<file path="src/rtl/rn_pkg.sv">
package rn_pkg;
  parameter int RN_ARCH_REGS = 8;
  parameter int RN_PHYS_REGS = 32;
endpackage

</file>
<file path="src/rtl/rn_spec_map.sv">
module rn_spec_map #(
  parameter int NA = 8,
  parameter int TW = 5,
  localparam int AW = $clog2(NA)
) (
  input  logic                   clk,
  input  logic                   rst_n,
  input  logic                   restore,
  input  logic [NA-1:0][TW-1:0]  restore_tbl,
  input  logic                   wr_en,
  input  logic [AW-1:0]          wr_arch,
  input  logic [TW-1:0]          wr_tag,
  input  logic [AW-1:0]          rd0_arch,
  input  logic [AW-1:0]          rd1_arch,
  output logic [TW-1:0]          rd0_tag,
  output logic [TW-1:0]          rd1_tag,
  output logic [TW-1:0]          old_tag,
  output logic [NA-1:0][TW-1:0]  tbl_o
);
  logic [NA-1:0][TW-1:0] tbl_q;

  always_ff @(posedge clk or negedge rst_n) begin
    if (!rst_n) begin
      for (int i = 0; i < NA; i++) tbl_q[i] <= TW'(i);
    end else if (restore) begin
      tbl_q <= restore_tbl;
    end else if (wr_en) begin
      tbl_q[wr_arch] <= wr_tag;
    end
  end

  assign rd0_tag = tbl_q[rd0_arch];
  assign rd1_tag = tbl_q[rd1_arch];
  assign old_tag = tbl_q[wr_arch];
  assign tbl_o   = tbl_q;
endmodule

</file>
<file path="src/rtl/rn_commit_map.sv">
module rn_commit_map #(
  parameter int NA = 8,
  parameter int NP = 32,
  localparam int TW = $clog2(NP),
  localparam int AW = $clog2(NA)
) (
  input  logic                   clk,
  input  logic                   rst_n,
  input  logic                   upd_en,
  input  logic [AW-1:0]          upd_arch,
  input  logic [TW-1:0]          upd_tag,
  output logic [TW-1:0]          prev_tag,
  output logic [NA-1:0][TW-1:0]  tbl_o,
  output logic [NP-1:0]          used_mask
);
  logic [NA-1:0][TW-1:0] tbl_q;

  always_ff @(posedge clk or negedge rst_n) begin
    if (!rst_n) begin
      for (int i = 0; i < NA; i++) tbl_q[i] <= TW'(i);
    end else if (upd_en) begin
      tbl_q[upd_arch] <= upd_tag;
    end
  end

  always_comb begin
    used_mask = '0;
    for (int i = 0; i < NA; i++) used_mask[tbl_q[i]] = 1'b1;
  end

  assign prev_tag = tbl_q[upd_arch];
  assign tbl_o    = tbl_q;
endmodule

</file>
<file path="src/rtl/rn_free_pool.sv">
module rn_free_pool #(
  parameter int NA = 8,
  parameter int NP = 32,
  localparam int TW = $clog2(NP)
) (
  input  logic          clk,
  input  logic          rst_n,
  input  logic          rebuild,
  input  logic [NP-1:0] used_mask,
  input  logic          take,
  input  logic          give,
  input  logic [TW-1:0] give_tag,
  output logic          avail,
  output logic [TW-1:0] next_tag
);
  logic [NP-1:0] free_q;

  always_ff @(posedge clk or negedge rst_n) begin
    if (!rst_n) begin
      for (int i = 0; i < NP; i++) free_q[i] <= (i >= NA);
    end else if (rebuild) begin
      free_q <= ~used_mask;
    end else begin
      if (take) free_q[next_tag] <= 1'b0;
      if (give) free_q[give_tag] <= 1'b1;
    end
  end

  // lowest-numbered free tag wins
  always_comb begin
    next_tag = '0;
    for (int i = NP - 1; i >= 0; i--) begin
      if (free_q[i]) next_tag = TW'(i);
    end
  end

  assign avail = |free_q;
endmodule

</file>
<file path="src/rtl/rn_rename_top.sv">
module rn_rename_top #(
  parameter int NUM_ARCH = rn_pkg::RN_ARCH_REGS,
  parameter int NUM_PHYS = rn_pkg::RN_PHYS_REGS,
  localparam int AW = $clog2(NUM_ARCH),
  localparam int TW = $clog2(NUM_PHYS)
) (
  input  logic          clk,
  input  logic          rst_n,
  input  logic          flush,
  input  logic          ren_valid,
  output logic          ren_ready,
  input  logic          ren_wr,
  input  logic [AW-1:0] ren_src0,
  input  logic [AW-1:0] ren_src1,
  input  logic [AW-1:0] ren_dst,
  output logic [TW-1:0] ren_psrc0,
  output logic [TW-1:0] ren_psrc1,
  output logic [TW-1:0] ren_pdst,
  output logic [TW-1:0] ren_pold,
  input  logic          ret_valid,
  input  logic [AW-1:0] ret_dst,
  input  logic [TW-1:0] ret_ptag
);
  logic                        pool_avail;
  logic                        alloc_en;
  logic                        commit_en;
  logic [TW-1:0]               commit_prev;
  logic [NUM_ARCH-1:0][TW-1:0] spec_tbl;
  logic [NUM_ARCH-1:0][TW-1:0] ret_tbl;
  logic [NUM_PHYS-1:0]         ret_mask;

  assign ren_ready = !flush && (!ren_wr || pool_avail);
  assign alloc_en  = ren_valid && ren_ready && ren_wr;
  assign commit_en = ret_valid && !flush;

  rn_spec_map #(.NA(NUM_ARCH), .TW(TW)) u_spec (
    .clk(clk), .rst_n(rst_n),
    .restore(flush), .restore_tbl(ret_tbl),
    .wr_en(alloc_en), .wr_arch(ren_dst), .wr_tag(ren_pdst),
    .rd0_arch(ren_src0), .rd1_arch(ren_src1),
    .rd0_tag(ren_psrc0), .rd1_tag(ren_psrc1),
    .old_tag(ren_pold), .tbl_o(spec_tbl)
  );

  rn_commit_map #(.NA(NUM_ARCH), .NP(NUM_PHYS)) u_commit (
    .clk(clk), .rst_n(rst_n),
    .upd_en(commit_en), .upd_arch(ret_dst), .upd_tag(ret_ptag),
    .prev_tag(commit_prev), .tbl_o(ret_tbl), .used_mask(ret_mask)
  );

  rn_free_pool #(.NA(NUM_ARCH), .NP(NUM_PHYS)) u_pool (
    .clk(clk), .rst_n(rst_n),
    .rebuild(flush), .used_mask(ret_mask),
    .take(alloc_en), .give(commit_en), .give_tag(commit_prev),
    .avail(pool_avail), .next_tag(ren_pdst)
  );
endmodule

</file>
<file path="config.mk">
export PLATFORM = sky130hd
export DESIGN_NAME = rn_rename_top
export DESIGN_NICKNAME = d
export VERILOG_FILES = /design/src/rtl/rn_pkg.sv /design/src/rtl/rn_spec_map.sv /design/src/rtl/rn_commit_map.sv /design/src/rtl/rn_free_pool.sv /design/src/rtl/rn_rename_top.sv
export SDC_FILE = /design/constraint.sdc
export NUM_CORES = 1
export LEC_CHECK = 0
export ABC_AREA = 1
export BUFFER_PORTS_ARGS = -buffer_cell sky130_fd_sc_hd__buf_4
export CORE_ASPECT_RATIO = 0.8
export CORE_MARGIN = 1.5
export CORE_UTILIZATION = 45
export DETAILED_ROUTE_END_ITERATION = 12
export GPL_TIMING_DRIVEN = 1
export SETUP_SLACK_MARGIN = 0.1
export SYNTH_ARGS = -nofsm -noshare
export SYNTH_HDL_FRONTEND = slang
export SYNTH_HIERARCHICAL = 1
export SYNTH_SLANG_ARGS = --single-unit
</file>
<file path="constraint.sdc">
create_clock -name clk -period 3.77 [get_ports clk]
set_input_delay 0.1885 -clock clk [delete_from_list [all_inputs] [get_ports clk]]
set_output_delay 0.1885 -clock clk [all_outputs]
set_load 0.02 [all_outputs]
</file>
==> metrics <==
run status=finished, final reports clean; final setup fails=0; largest fanout on the critical path=17; Fill cells=2439; CP endpoint kind=primary output; xor/xnor share of the synthesized area=0%; Power Internal=between 2 and 3 mW; number of placed I/O pins=44; Post-synth EDFFs=0; input/output buffers=43; warnings from Yosys=6; Fmax achieved=309 MHz; flop and latch count out of synthesis=~110; power density over the cells=~460 nW/um^2; fraction of the mapped netlist area in adder cells=0%; data arrival time of the critical path=a little over 3 ns; row cnt=49; effective utilization at floorplan=between 40 and 50%; total detailed-routing wirelength=about 42000 um; Clock transition at path regs=~0.08 ns; largest clock skew in the final design=around 0.016 ns; area fraction of the dominant cell type after synthesis=roughly 30%; post-synthesis simple-gate area fraction=approximately 55%; count of placed standard cells in the final layout, fillers left out=2184; Die W=approximately 170 um; insertion delay to the later sink of the worst-skew pair=between 0.3 and 0.4 ns; post-detailed-route via-to-cell ratio=roughly 5.7; Worst EP required=roughly 3.6 ns; router iterations before antenna repair=6; Hold Buf Count CTS=1; via count=around 13000; buffers inserted by post-CTS timing repair=0; global-route wire length before repair=between 60000 and 70000 um; portion of total power attributed to sequential cells=around two fifths; placeable core area=~23000 sq um; Cell Area, Synth=around 10000 sq um; antenna violations before repair=0; number of maximum-capacitance constraint violations=0; main combinational cell family by area after synthesis=simple AND/OR/NAND/NOR gates; Clock Sink Count=roughly 110; drt wl/cell=19.2 um; clock buffer depth=2; signed area change from the synthesized netlist to the final layout=7.54%; mean instance size in the synthesized netlist=about 5.6 sq um; most frequent cells after synthesis=828 x sky130_fd_sc_hd__nand2_1, 307 x sky130_fd_sc_hd__nand3_1, 172 x sky130_fd_sc_hd__inv_1, 164 x sky130_fd_sc_hd__nor2_1, 64 x sky130_fd_sc_hd__dfrtp_1; GP Congestion=just over 1; number of buffers added by the clock tree synthesis step=9; setup repair after global routing missed its margin=no; Worst Tran Pin Value=0.861 ns; clock tree from TritonCTS=done; area of the multi-input gates=between 6000 and 7000 sq um; Distinct cells, synth=35; pin count of the biggest net entering global routing=91; Psw=around 2.6 mW; kind of critical path=reg -> out; detailed router's first-iteration violation count=about 1900; max-slew violation count=0; vias in the first global route=between 10000 and 15000; fraction of registers with async set/reset=between 90% and 100%; Synth area leaders=sky130_fd_sc_hd__nand2_1 30%, sky130_fd_sc_hd__dfrtp_1 15%, sky130_fd_sc_hd__nand3_1 15%; gr ovfl total=0; Period minus WS final=approximately 3.2 ns; startpoint kind of the worst setup timing path=register; Post-layout nets=roughly 1900; total number of H-tree levels=3; diode insertion count for antenna repair=0; layout cells sized above 1=between 8 and 9%; number of routed nets with antenna violations=0; Main synth FF type=sky130_fd_sc_hd__dfrtp_1; estimated wirelength of the detail-placed design=31100 um; highest ir drop seen on vdd=roughly 0.43 mV; post-synthesis instance total=1870; cell type with the largest total area after synthesis=sky130_fd_sc_hd__nand2_1; share of total power in combinational logic=42.5%; worst max-slew margin expressed relative to the limit=42.6%; proportion of power drawn by the clock network=a little under a fifth; share of synthesized area occupied by flip-flops and latches=27.4%; nets in the synthesized netlist=1893; remaining design rule violation count=0; switching power share of the total=between 40% and 50%; DIE HEIGHT=~140 um; total routing resource utilization after global routing=between 30% and 40%; complex-gate fraction of the synthesized area=between 8 and 9%; dominant cell by count in the synthesized netlist=sky130_fd_sc_hd__nand2_1; placed instance count=2167; total count of hold-check failures in the final report=0; cell leakage power=roughly 6.3 nW; summed negative setup slack over all endpoints=0 ns; type of the tightest min-delay check=in -> reg; area of the die=between 20000 and 25000 sq um; area occupied by registers=between 2000 and 3000 sq um; mux contribution to synthesized area=0%; CTS root buffer=sky130_fd_sc_hd__clkbuf_16; utilization after layout=49.7%; cells resized by post-CTS repair=0; post-route clock period utilization=about 86%
-- worst max-delay path, cell delays in order, from the launching register on --
cell	delay (ns)
sky130_fd_sc_hd__dfstp_2	0.55
sky130_fd_sc_hd__inv_1	0.05
sky130_fd_sc_hd__a311oi_1	0.31
sky130_fd_sc_hd__o31ai_1	0.10
sky130_fd_sc_hd__o21ai_0	0.15
sky130_fd_sc_hd__nand2_1	0.06
sky130_fd_sc_hd__nand2_1	0.06
sky130_fd_sc_hd__nand2_1	0.05
sky130_fd_sc_hd__nand2_1	0.05
sky130_fd_sc_hd__nand2_1	0.04
sky130_fd_sc_hd__nand2_1	0.06
sky130_fd_sc_hd__nand2_1	0.05
sky130_fd_sc_hd__nand2_1	0.05
sky130_fd_sc_hd__nand3_1	0.08
sky130_fd_sc_hd__nand3_2	0.27
sky130_fd_sc_hd__clkinv_1	0.44
sky130_fd_sc_hd__buf_4	0.31
-- cell families after synthesis --
logic type / count (synthesis)
AND/OR/NAND/NOR: 1362
flip-flops: 112
buffers and inverters: 248
AO/OA/AOI/OAI: 148
-- stage by stage --
step	setup WS (ns)	power (mW)	area [sq um]	hold slack, ns
floorplan	1.11	3.31	10500	-0.107
global placement	0.750	4.11	10900	0.225
detailed placement	0.718	4.13	10900	0.228
CTS	0.560	5.10	11200	0.0258
global route	0.186	5.48	11200	0.0319
finish	0.532	5.20	11200	0.0286
-- routing by layer --
metal / vias up / wire length [um] / track usage, %
met4: 0 / 1030 / 8.79
met2: 724 / 16600 / 47.1
met1: 5804 / 19800 / 54.2
met3: 64 / 4510 / 5.90
li1: 5961 / - / -
met5: - / 0 / 0
-- cell type report --
cell class | instances | area share, %
multi-input cells | 1510 | 58.6
flip-flops and latches | 112 | 25.5
inverters | 182 | 6.08
repair buffers | 58 | 3.90
well taps | 306 | 3.41
clock buffers | 10 | 2.04
clock inverters | 6 | 0.523
-- state kept, by name (all words and copies together) (netlist names) --
register        count
u_commit/tbl_o     40
u_spec/tbl_o       40
u_pool/free_q      32
-- placed cells by master (no fill, tap or decap), types with 4 or more instances in the layout --
master,n
sky130_fd_sc_hd__a21boi_0,8
sky130_fd_sc_hd__a21boi_1,4
sky130_fd_sc_hd__a21oi_1,42
sky130_fd_sc_hd__a22oi_2,7
sky130_fd_sc_hd__buf_4,57
sky130_fd_sc_hd__clkbuf_16,9
sky130_fd_sc_hd__clkinv_1,4
sky130_fd_sc_hd__dfrtp_1,64
sky130_fd_sc_hd__dfstp_2,48
sky130_fd_sc_hd__inv_1,172
sky130_fd_sc_hd__inv_2,6
sky130_fd_sc_hd__nand2_1,828
sky130_fd_sc_hd__nand2_2,7
sky130_fd_sc_hd__nand2_4,4
sky130_fd_sc_hd__nand3_1,307
sky130_fd_sc_hd__nand4_1,14
sky130_fd_sc_hd__nor2_1,164
sky130_fd_sc_hd__nor2_2,7
sky130_fd_sc_hd__nor2_4,4
sky130_fd_sc_hd__nor3_1,19
sky130_fd_sc_hd__o211ai_1,6
sky130_fd_sc_hd__o21ai_0,47
sky130_fd_sc_hd__o21ai_1,27
-- power by group through the flow --
| stage | combinational (mW) | sequential [mW] | clock [mW] |
|---|---|---|---|
| 6_report | 2.21 | 2.02 | 0.972 |
| 5_1_grt | 2.42 | 2.04 | 1.03 |
| 4_1_cts | 2.13 | 1.99 | 0.986 |
| 3_5_place_dp | 2.12 | 2.01 | 0 |
| 3_3_place_gp | 2.10 | 2.01 | 0 |
| 2_1_floorplan | 1.55 | 1.76 | 0 |
-- worst paths after layout --
path                                              from                             end  slack (ns)  depth (start not counted)
max reg2reg                u_pool/free_q[29]$_DFF_PN1_     u_spec/tbl_o[0]$_DFFE_PN0P_        0.66                         38
min reg2reg                u_pool/free_q[18]$_DFF_PN1_     u_pool/free_q[18]$_DFF_PN1_        0.49                          2
max in group asynchronous                        rst_n  u_commit/tbl_o[37]$_DFFE_PN1P_        2.47                          3
min in group asynchronous                        rst_n    u_spec/tbl_o[38]$_DFFE_PN0P_        0.35                          2
min                                        ret_ptag[4]  u_commit/tbl_o[39]$_DFFE_PN0P_        0.03                          3
max                        u_pool/free_q[28]$_DFF_PN1_                     ren_pdst[1]        0.53                         16
No activity file was read; power rests on OpenSTA's default activity.
